## config.mk

```make
export PLATFORM = sky130hd
export DESIGN_NAME = i2cw_target
export DESIGN_NICKNAME = d
export VERILOG_FILES = /design/src/rtl/i2cw_pkg.sv /design/src/rtl/i2cw_line_sync.sv /design/src/rtl/i2cw_word_stage.sv /design/src/rtl/i2cw_read_feed.sv /design/src/rtl/i2cw_target.sv
export SDC_FILE = /design/constraint.sdc
export NUM_CORES = 1
export LEC_CHECK = 0
export CAP_MARGIN = 30
export CORE_UTILIZATION = 50
export CTS_CLUSTER_DIAMETER = 30
export DETAILED_ROUTE_END_ITERATION = 8
export DONT_BUFFER_PORTS = 1
export GPL_ROUTABILITY_DRIVEN = 0
export PLACE_DENSITY_LB_ADDON = 0.1
export SLEW_MARGIN = 20
export SYNTH_ARGS = -nofsm -noshare
export SYNTH_HDL_FRONTEND = slang
export SYNTH_SLANG_ARGS = --single-unit
```

## constraint.sdc

```tcl
create_clock -name clk -period 4.1 [get_ports clk]
set_clock_uncertainty 0.15 [all_clocks]
set_input_delay 0.82 -clock clk [delete_from_list [all_inputs] [get_ports clk]]
set_output_delay 0.82 -clock clk [all_outputs]
set_load 0.01 [all_outputs]
```

## src/rtl/i2cw_pkg.sv

```systemverilog
package i2cw_pkg;

   typedef enum logic [3:0] {
      S_IDLE,
      S_ADDR,
      S_AACK,
      S_IDX,
      S_IACK,
      S_WDAT,
      S_WACK,
      S_RDAT,
      S_RMACK,
      S_IGNORE
   } i2cw_state_e;

   function automatic logic addr_hit(input logic [6:0] rx_addr,
                                     input logic [5:0] fixed_hi,
                                     input logic       strap);
      return rx_addr == {fixed_hi, strap};
   endfunction

endpackage

```

## src/rtl/i2cw_line_sync.sv

```systemverilog
module i2cw_line_sync #(
   parameter int STAGES = 2
) (
   input  logic clk,
   input  logic rst_n,
   input  logic scl_i,
   input  logic sda_i,
   output logic scl_s,
   output logic sda_s,
   output logic scl_rise,
   output logic scl_fall,
   output logic start_det,
   output logic stop_det
);

   logic [STAGES-1:0] scl_chain;
   logic [STAGES-1:0] sda_chain;
   logic              scl_d;
   logic              sda_d;

   if (STAGES < 2) begin : g_bad_stages
      $error("i2cw_line_sync: STAGES must be at least 2");
   end

   for (genvar k = 0; k < STAGES; k++) begin : g_stage
      if (k == 0) begin : g_first
         always_ff @(posedge clk or negedge rst_n) begin
            if (!rst_n) begin
               scl_chain[0] <= 1'b1;
               sda_chain[0] <= 1'b1;
            end else begin
               scl_chain[0] <= scl_i;
               sda_chain[0] <= sda_i;
            end
         end
      end else begin : g_next
         always_ff @(posedge clk or negedge rst_n) begin
            if (!rst_n) begin
               scl_chain[k] <= 1'b1;
               sda_chain[k] <= 1'b1;
            end else begin
               scl_chain[k] <= scl_chain[k-1];
               sda_chain[k] <= sda_chain[k-1];
            end
         end
      end
   end

   always_ff @(posedge clk or negedge rst_n) begin
      if (!rst_n) begin
         scl_d <= 1'b1;
         sda_d <= 1'b1;
      end else begin
         scl_d <= scl_chain[STAGES-1];
         sda_d <= sda_chain[STAGES-1];
      end
   end

   assign scl_s     = scl_chain[STAGES-1];
   assign sda_s     = sda_chain[STAGES-1];
   assign scl_rise  = scl_s & ~scl_d;
   assign scl_fall  = ~scl_s & scl_d;
   assign start_det = scl_s & scl_d & sda_d & ~sda_s;
   assign stop_det  = scl_s & scl_d & ~sda_d & sda_s;

endmodule

```

## src/rtl/i2cw_word_stage.sv

```systemverilog
module i2cw_word_stage #(
   parameter int WORD_W = 24
) (
   input  logic              clk,
   input  logic              rst_n,
   input  logic              clear,
   input  logic              byte_valid,
   input  logic [7:0]        byte_in,
   output logic              commit,
   output logic [WORD_W-1:0] word
);

   localparam int NB = WORD_W / 8;
   localparam int CW = (NB > 2) ? $clog2(NB) : 1;

   if (WORD_W % 8 != 0 || NB < 2) begin : g_bad_width
      $error("i2cw_word_stage: WORD_W must be a multiple of 8, at least 16");
   end

   logic [WORD_W-9:0] stage_q;
   logic [CW-1:0]     cnt_q;
   logic [WORD_W-1:0] joined;

   assign joined = {stage_q, byte_in};

   always_ff @(posedge clk or negedge rst_n) begin
      if (!rst_n) begin
         stage_q <= '0;
         cnt_q   <= '0;
         commit  <= 1'b0;
         word    <= '0;
      end else begin
         commit <= 1'b0;
         if (clear) begin
            stage_q <= '0;
            cnt_q   <= '0;
         end else if (byte_valid) begin
            if (cnt_q == CW'(NB - 1)) begin
               word    <= joined;
               commit  <= 1'b1;
               cnt_q   <= '0;
               stage_q <= '0;
            end else begin
               stage_q <= joined[WORD_W-9:0];
               cnt_q   <= cnt_q + 1'b1;
            end
         end
      end
   end

   a_r5_stage_count_bound : assert property (@(posedge clk) disable iff (!rst_n)
      cnt_q <= CW'(NB - 1));

   a_r4_single_commit : assert property (@(posedge clk) disable iff (!rst_n)
      commit |=> !commit);

endmodule

```

## src/rtl/i2cw_read_feed.sv

```systemverilog
module i2cw_read_feed #(
   parameter int WORD_W = 24
) (
   input  logic              clk,
   input  logic              rst_n,
   input  logic              load,
   input  logic [WORD_W-1:0] word_in,
   input  logic              advance,
   output logic [7:0]        cur_byte,
   output logic              next_msb,
   output logic              last
);

   localparam int NB = WORD_W / 8;
   localparam int CW = (NB > 2) ? $clog2(NB) : 1;

   if (WORD_W % 8 != 0 || NB < 2) begin : g_bad_width
      $error("i2cw_read_feed: WORD_W must be a multiple of 8, at least 16");
   end

   logic [WORD_W-1:0] data_q;
   logic [CW-1:0]     cnt_q;

   always_ff @(posedge clk or negedge rst_n) begin
      if (!rst_n) begin
         data_q <= '0;
         cnt_q  <= '0;
      end else if (load) begin
         data_q <= word_in;
         cnt_q  <= '0;
      end else if (advance) begin
         data_q <= {data_q[WORD_W-9:0], 8'h00};
         cnt_q  <= cnt_q + 1'b1;
      end
   end

   assign cur_byte = data_q[WORD_W-1 -: 8];
   assign next_msb = data_q[WORD_W-9];
   assign last     = (cnt_q == CW'(NB - 1));

   a_r6_feed_count_bound : assert property (@(posedge clk) disable iff (!rst_n)
      cnt_q <= CW'(NB - 1));

endmodule

```

## src/rtl/i2cw_target.sv

```systemverilog
module i2cw_target #(
   parameter int         IDX_W       = 6,
   parameter int         WORD_W      = 24,
   parameter int         SYNC_STAGES = 2,
   parameter logic [5:0] ADDR_FIXED  = 6'b000100
) (
   input  logic              clk,
   input  logic              rst_n,
   input  logic              scl_i,
   input  logic              sda_i,
   input  logic              addr_strap,
   output logic              sda_oe,
   output logic              reg_wr_en,
   output logic [IDX_W-1:0]  reg_wr_idx,
   output logic [WORD_W-1:0] reg_wr_data,
   output logic [IDX_W-1:0]  reg_rd_idx,
   input  logic [WORD_W-1:0] reg_rd_data
);
   import i2cw_pkg::*;

   if (IDX_W < 1 || IDX_W > 8) begin : g_bad_idx
      $error("i2cw_target: IDX_W must be 1..8");
   end

   logic scl_s, sda_s, scl_rise, scl_fall, start_det, stop_det;
   logic no_evt;

   i2cw_line_sync #(.STAGES(SYNC_STAGES)) u_sync (
      .clk       (clk),
      .rst_n     (rst_n),
      .scl_i     (scl_i),
      .sda_i     (sda_i),
      .scl_s     (scl_s),
      .sda_s     (sda_s),
      .scl_rise  (scl_rise),
      .scl_fall  (scl_fall),
      .start_det (start_det),
      .stop_det  (stop_det)
   );

   assign no_evt = ~start_det & ~stop_det;

   i2cw_state_e      state_q;
   logic [2:0]       bitcnt_q;
   logic [7:0]       shreg_q;
   logic             byte_full_q;
   logic             rw_q;
   logic             ack_q;
   logic             oe_q;
   logic [IDX_W-1:0] idx_q;

   logic             stage_valid, stage_commit;
   logic [WORD_W-1:0] stage_word;
   logic             feed_load, feed_adv, feed_next_msb, feed_last;
   logic [7:0]       feed_byte;

   assign stage_valid = (state_q == S_WDAT) & scl_fall & byte_full_q & no_evt;

   i2cw_word_stage #(.WORD_W(WORD_W)) u_stage (
      .clk        (clk),
      .rst_n      (rst_n),
      .clear      (start_det | stop_det),
      .byte_valid (stage_valid),
      .byte_in    (shreg_q),
      .commit     (stage_commit),
      .word       (stage_word)
   );

   assign feed_load = (state_q == S_AACK) & scl_fall & rw_q & no_evt;
   assign feed_adv  = (state_q == S_RMACK) & scl_fall & ack_q & ~feed_last & no_evt;

   i2cw_read_feed #(.WORD_W(WORD_W)) u_feed (
      .clk      (clk),
      .rst_n    (rst_n),
      .load     (feed_load),
      .word_in  (reg_rd_data),
      .advance  (feed_adv),
      .cur_byte (feed_byte),
      .next_msb (feed_next_msb),
      .last     (feed_last)
   );

   always_ff @(posedge clk or negedge rst_n) begin
      if (!rst_n) begin
         state_q     <= S_IDLE;
         bitcnt_q    <= '0;
         shreg_q     <= '0;
         byte_full_q <= 1'b0;
         rw_q        <= 1'b0;
         ack_q       <= 1'b0;
         oe_q        <= 1'b0;
         idx_q       <= '0;
      end else if (start_det) begin
         state_q     <= S_ADDR;
         bitcnt_q    <= '0;
         byte_full_q <= 1'b0;
         oe_q        <= 1'b0;
      end else if (stop_det) begin
         state_q     <= S_IDLE;
         byte_full_q <= 1'b0;
         oe_q        <= 1'b0;
      end else begin
         if (stage_commit) begin
            idx_q <= idx_q + 1'b1;
         end
         unique case (state_q)
            S_ADDR, S_IDX, S_WDAT: begin
               if (scl_rise && !byte_full_q) begin
                  shreg_q  <= {shreg_q[6:0], sda_s};
                  bitcnt_q <= bitcnt_q + 1'b1;
                  if (bitcnt_q == 3'd7) begin
                     byte_full_q <= 1'b1;
                  end
               end else if (scl_fall && byte_full_q) begin
                  byte_full_q <= 1'b0;
                  if (state_q == S_ADDR) begin
                     if (addr_hit(shreg_q[7:1], ADDR_FIXED, addr_strap)) begin
                        rw_q    <= shreg_q[0];
                        oe_q    <= 1'b1;
                        state_q <= S_AACK;
                     end else begin
                        state_q <= S_IGNORE;
                     end
                  end else if (state_q == S_IDX) begin
                     idx_q   <= shreg_q[IDX_W-1:0];
                     oe_q    <= 1'b1;
                     state_q <= S_IACK;
                  end else begin
                     oe_q    <= 1'b1;
                     state_q <= S_WACK;
                  end
               end
            end
            S_AACK: begin
               if (scl_fall) begin
                  bitcnt_q <= '0;
                  if (rw_q) begin
                     oe_q    <= ~reg_rd_data[WORD_W-1];
                     state_q <= S_RDAT;
                  end else begin
                     oe_q    <= 1'b0;
                     state_q <= S_IDX;
                  end
               end
            end
            S_IACK, S_WACK: begin
               if (scl_fall) begin
                  oe_q     <= 1'b0;
                  bitcnt_q <= '0;
                  state_q  <= S_WDAT;
               end
            end
            S_RDAT: begin
               if (scl_rise) begin
                  bitcnt_q <= bitcnt_q + 1'b1;
                  if (bitcnt_q == 3'd7) begin
                     byte_full_q <= 1'b1;
                  end
               end else if (scl_fall) begin
                  if (byte_full_q) begin
                     byte_full_q <= 1'b0;
                     oe_q        <= 1'b0;
                     state_q     <= S_RMACK;
                  end else begin
                     oe_q <= ~feed_byte[3'd7 - bitcnt_q];
                  end
               end
            end
            S_RMACK: begin
               if (scl_rise) begin
                  ack_q <= ~sda_s;
               end else if (scl_fall) begin
                  if (ack_q && !feed_last) begin
                     oe_q     <= ~feed_next_msb;
                     bitcnt_q <= '0;
                     state_q  <= S_RDAT;
                  end else begin
                     state_q <= S_IGNORE;
                  end
               end
            end
            default: ;
         endcase
      end
   end

   assign sda_oe      = oe_q;
   assign reg_wr_en   = stage_commit;
   assign reg_wr_idx  = idx_q;
   assign reg_wr_data = stage_word;
   assign reg_rd_idx  = idx_q;

   a_r8_oe_moves_scl_low : assert property (@(posedge clk) disable iff (!rst_n)
      (oe_q != $past(oe_q)) |-> (!$past(scl_s) || $past(start_det) || $past(stop_det)));

   a_r4_commit_during_ack : assert property (@(posedge clk) disable iff (!rst_n)
      reg_wr_en |-> sda_oe);

   a_r5_commit_only_in_ack : assert property (@(posedge clk) disable iff (!rst_n)
      reg_wr_en |-> (state_q == S_WACK));

   a_r3_silent_when_unaddressed : assert property (@(posedge clk) disable iff (!rst_n)
      (state_q == S_IDLE || state_q == S_IGNORE) |-> !oe_q);

   a_r11_stop_releases : assert property (@(posedge clk) disable iff (!rst_n)
      stop_det |=> (!oe_q && state_q == S_IDLE));

endmodule

```

After elaboration in Yosys (flattened, before gate mapping)
Index checks and enable logic that the tools add are counted.
{"block": "op_classes", "add_sub_neg": 5, "n_lt_le_gt_ge": 1, "eq_ne": 32, "muxes": 70, "bitwise": 31, "reduce_logical": 22}
{"cell": "$mux W4", "n": 14}
{"cell": "$mux W16", "n": 3}
{"cell": "$mux W24", "n": 2}
{"cell": "$mux W6", "n": 6}
{"cell": "$ne A4 B4 Y1 const B", "n": 9}
{"cell": "$mux W3", "n": 9}
{"cell": "$mux W1", "n": 25}
{"cell": "$pmux W4 S5", "n": 1}
{"cell": "$and A1 B1 Y1", "n": 18}
{"cell": "$eq A4 B3 Y1 const B", "n": 4}
{"cell": "$ne A5 B5 Y1 const B", "n": 3}
{"cell": "$mux W2", "n": 6}
{"cell": "$ne A3 B3 Y1 const B", "n": 4}
{"cell": "$not A1 Y1", "n": 12}
{"cell": "$pmux W3 S4", "n": 1}
{"cell": "$reduce_and A11 Y1", "n": 1}
{"cell": "$reduce_and A10 Y1", "n": 1}
{"cell": "$eq A4 B2 Y1 const B", "n": 2}
{"cell": "$reduce_and A4 Y1", "n": 2}
{"cell": "$reduce_and A8 Y1", "n": 1}
{"cell": "$eq A7 B4 Y1", "n": 1}
{"cell": "$reduce_and A7 Y1", "n": 1}
{"cell": "$reduce_bool A7 Y1", "n": 1}
{"cell": "$add A6 B1 Y6 const B", "n": 1}
{"cell": "25 further kinds", "n": 33}
{"block": "word_totals", "reg_bits": 100, "out_inout_bits": 38, "wordCells": 181}

Logic depth before layout (Yosys ltp)
{"block": "depth", "ltp_word": 10, "mapped_depth": 9, "depth_no_buf": 7}

Cells and area by module
From an unflattened synthesis, not the netlist that was laid out.
{"block": "hier_totals", "hier_cells": 462, "hier_area_um2": 4924.7}
{"mod": "i2cw_target", "instances": 1, "cells_each": 199, "area_each_um2": 1757.9, "seq_area_each_um2": 625.6}
{"mod": "i2cw_word_stage", "instances": 1, "cells_each": 133, "area_each_um2": 1727.9, "seq_area_each_um2": 1076.0}
{"mod": "i2cw_read_feed", "instances": 1, "cells_each": 120, "area_each_um2": 1248.7, "seq_area_each_um2": 650.6}
{"mod": "i2cw_line_sync", "instances": 1, "cells_each": 10, "area_each_um2": 190.2, "seq_area_each_um2": 157.7}

Worst setup path before layout
No wires, ideal clock.
{"block": "synth_timing", "kind": "reg2reg", "from": "register u_sync.scl_d", "to": "register u_stage.word[10]", "arrival_time_ns": 2.111, "t_required_ns": 3.825, "setup_slack_ns": 1.715, "stages_incl_launch_ff": 9, "period_less_slack_ns": 2.385, "path_cell_list": "dfstp_2 -> ha_1 -> buf_4 -> nand2_1 -> nor4_4 -> nand2_2 -> nor3b_4 -> buf_6 -> mux2_2"}
{"block": "synth_between", "elab_chain_cells": 7, "word_cells_on_any_way": 15, "cone_classes": "14 x bitwise; 1 x reduce/logical"}
{"item": "from (decl)", "line_no": "i2cw_line_sync.sv:18", "rtl": "logic scl_d;"}
{"item": "from (signal assigned)", "line_no": "i2cw_line_sync.sv:54", "rtl": "scl_d <= scl_chain[STAGES-1];"}
{"item": "$and A1 B1 Y1", "line_no": "i2cw_line_sync.sv:63, i2cw_line_sync.sv:64"}
{"item": "$and A1 B1 Y1, on equally long branches (2 in series)", "line_no": "i2cw_line_sync.sv:63, i2cw_line_sync.sv:64"}
{"item": "$not A1 Y1 (no line)"}
{"item": "$and A1 B1 Y1", "line_no": "i2cw_target.sv:41", "rtl": "assign no_evt = ~start_det & ~stop_det;"}
{"item": "$and A1 B1 Y1", "line_no": "i2cw_target.sv:57", "rtl": "assign stage_valid = (state_q == S_WDAT) & scl_fall & byte_full_q & no_evt;"}
{"item": "$reduce_and A3 Y1 (no line) *"}
{"item": "to (signal assigned)", "line_no": "i2cw_word_stage.sv:39", "rtl": "word <= joined;"}
{"item": "to (decl)", "line_no": "i2cw_word_stage.sv:10", "rtl": "output logic [WORD_W-1:0] word"}
Every way passes the cells marked *; elsewhere a longest branch is shown, timed or not.
A chain may end at the register's enable or synchronous reset.

Final worst setup path
{"block": "layout_timing", "from": "register u_sync.scl_d", "to": "register u_stage.word[7]"}
The elaborated chain is that of the path after synthesis.

==> impl_metrics.tcl <==
set metrics [dict create \
    grt_total_usage_pct 19.6 \
    setup_viol 0 \
    max_freq_ghz 0.368 \
    worst_hold_path_type "in -> async" \
    initial_utilization_pct 52.3 \
    worstPathMaxFanout 25 \
    synthDistinctLibCells 55 \
    grt_pass1_wl_mm 15.0 \
    finalCoreUtilization_pct 54.9 \
    grt_pass1_vias 2949 \
    floorplan.core_area_um2 8850 \
    max_stage_delay_ns 0.55 \
    drt_wl_total_mm 8.97 \
    cts.sinks 100 \
    timing.critical_path.max_delay_family "simple AND/OR/NAND/NOR gates" \
    power_mw 2.51 \
    detail-route-antenna-nets 0 \
    fin_worst_hold_slack_ns 0.142 \
    dr.pass1.iters 9 \
    worstPathArrival_ns 2.82 \
    die_height_um 98.2 \
    cts_setup_buffers 0 \
    async_reset_ff_share_pct 100 \
    setup.reg_to_reg.worst_slack_ns 1.38 \
    synth_sequential_area_ratio_pct 54.2 \
    synth-seq-cells 100 \
    final.fill_count 782 \
    grt_start_max_net_pins 95 \
    irDropWorstVdd_mv 0.313 \
    postPlaceCellArea_um2 4620 \
    finalNetCount 422 \
    worst-path-stages 7 \
    numCtsBuffers 9 \
    fin_tns_setup_ns 0 \
    die_area_um2 9650 \
    worstReg2RegStart "u_sync.scl_d$_DFF_PN1_" \
    maxCapViolations 0 \
    clock_path_buffers 2 \
    final_period_minus_worst_setup_slack_ns 2.72 \
    critPathSlowestCell "sky130_fd_sc_hd__dfstp_2" \
    min_period_over_period_pct 66.2 \
    syn_to_final_growth_pct 4.92 \
    routed_vias 3002 \
    placementRows 34 \
    post_synthesis_cell_area_um2 4630 \
    crit_path_end_kind "flop" \
    violations "design-rule violations" \
    cts-resized-gates 0 \
    drt-wirelength-per-cell_um 18.0 \
    dp_hpwl_mm 5.99 \
    setup_repair_after_global_routing_missed_its_margin "no" \
    antenna-diode-count 0 \
    cts.clk_slew.worst_paths_ns 0.10 \
    final_cell_area_um2 4860 \
    top_reg_cell_synth "sky130_fd_sc_hd__dfrtp_1" \
    path_cells "ha_1, nand2_1, nor4_4, nand2_2, nor3b_4, buf_4, mux2_2" \
    tightestPinTransition_ns 0.979 \
    r2r.worst_path.cells 7 \
    die_x_um 98.2 \
    mappedNetlistNets 432 \
    cts_hold_buf 1 \
    drc 5 \
    clock_tree_from_tritoncts "done" \
    overflow 0 \
    run_status "finished with violations" \
    timing.critical_path.buf_inv 1 \
    postSynthCellCount 396 \
    drv_slew 0 \
    pwr_density_cell_nw_per_um2 517 \
    hold_viol 0 \
    boundaryPins 67 \
    detail_route.vias_per_cell 6.02 \
    clock_insertion_delay_worst_skew_ns 0.37 \
    cp-endpoint "u_stage.word[7]$_DFFE_PN0P_" \
    io_buffers 0 \
    startpoint_type "flop" \
    rr_endpoint "u_stage.word[7]$_DFFE_PN0P_" \
    critical_path.startpoint "u_sync.scl_d$_DFF_PN1_" \
    timing.slew.headroom_pct 33.8 \
    critical_path_class "reg -> reg" \
    grt_antenna_before_repair 0 \
    yosysWarningCount 0 \
    mean_cell_area_of_the_mapped_netlist_um2 11.7 \
    cp.required_ns 4.20 \
    clock-root-buffer "sky130_fd_sc_hd__clkbuf_8" \
    synth-edff-count 0 \
    p_leak_nw 2.22 \
    htree_num_levels 3 \
    final_layout_size_suffix_gt1_share_pct 19.4 \
    detailedRoute.firstIterationViolations 109 \
]
==> sequential cells by signal, indices dropped and copies added (netlist names) <==
signal and cells:
u_stage.cnt_q 2, u_stage.commit 1, u_feed.data_q 24, u_sync.scl_d 1
state_q 4, u_feed.cnt_q 2, u_stage.word 24, reg_rd_idx 6
u_sync.scl_chain 1, sda_oe 1, shreg_q 8, u_stage.stage_q 16
u_sync.scl_s 1, u_sync.sda_d 1, rw_q 1, ack_q 1
u_sync.sda_chain 1, byte_full_q 1, bitcnt_q 3, u_sync.sda_s 1
==> where the power goes <==
part	switching (mW)	total (mW)	internal [mW]	leakage, nW
sequential	0.182	1.32	1.14	1.32
clock	0.370	0.662	0.292	0.103
combinational	0.280	0.528	0.248	0.796
total	0.832	2.51	1.68	2.22
==> Yosys cell counts, drive strengths merged (8+ instances only) <==
master | count | share of area (%)
mux2i | 13 | 2.8
buf | 18 | 3.1
o21ai | 29 | 3.1
dfrtp | 94 | 51
nor2 | 17 | 1.4
mux2 | 33 | 8.0
nand2 | 40 | 3.3
a21oi | 19 | 2.1
o22ai | 11 | 1.5
inv | 8 | 0.65
a22o | 25 | 4.8
clkbuf | 9 | 0.97
==> metrics by stage <==
stage	setup slack, ns	instances
CTS	1.36	499
detailed placement	1.37	482
floorplan	1.71	396
global placement	1.42	481
global route	1.19	499
finish	1.38	499
==> final cells by class <==
type	instances	area, um^2	share of cell area [%]
sequential	100	2510	51.7
multi-input combinational	261	1910	39.3
inverter	8	30.0	0.618
timing repair buffer	6	65.1	1.34
tap	108	135	2.78
clock inverter	7	85.1	1.75
clock buffer	9	124	2.55
==> cells in the final DEF (no fill, tap or decap), drive strengths merged, types with 9 or more instances in the layout <==
cell,instances
mux2i,13
nor2,17
dfrtp,94
clkbuf,9
a22o,25
mux2,33
o21ai,29
o22ai,11
nand2,40
a21oi,19
inv,10
==> how the worst min path moves through the flow <==
stage / end / slack [ns] / depth (start not counted)
final: u_sync.sda_d$_DFF_PN1_ / 0.14 / 0
after global routing: u_sync.sda_d$_DFF_PN1_ / 0.11 / 0
after CTS: u_sync.scl_s$_DFF_PN1_ / 0.12 / 0
after detailed placement: u_sync.sda_s$_DFF_PN1_ / 0.20 / 0
after global placement: u_sync.scl_s$_DFF_PN1_ / 0.20 / 0
after floorplan: u_sync.scl_s$_DFF_PN1_ / 0.20 / 0
==> cells by family (layout without fill, tap and decap cells) <==
group | after synthesis | count (layout) | share of synthesized area, %
AOI/OAI and AO/OA | 100 | 100 | 14.7
xor gates and xnor gates | 2 | 2 | 0.378
adders and majority gates | 7 | 7 | 1.89
buffers and inverters | 35 | 30 | 4.70
DFF | 100 | 100 | 54.2
muxes | 48 | 48 | 11.8
and+or+nand+nor | 104 | 104 | 12.3
==> per-layer routing <==
| layer | share of wire (%) | vias to the layer above | GRT usage [%] |
|---|---|---|---|
| met4 | 1.3 | 0 | 5.86 |
| met2 | 49 | 65 | 32.6 |
| met3 | 4.0 | 11 | 4.65 |
| met1 | 45 | 1503 | 25.5 |
| met5 | 0 | - | 0 |
| li1 | - | 1423 | - |
Note: power is estimated with default switching activity, not from simulation.
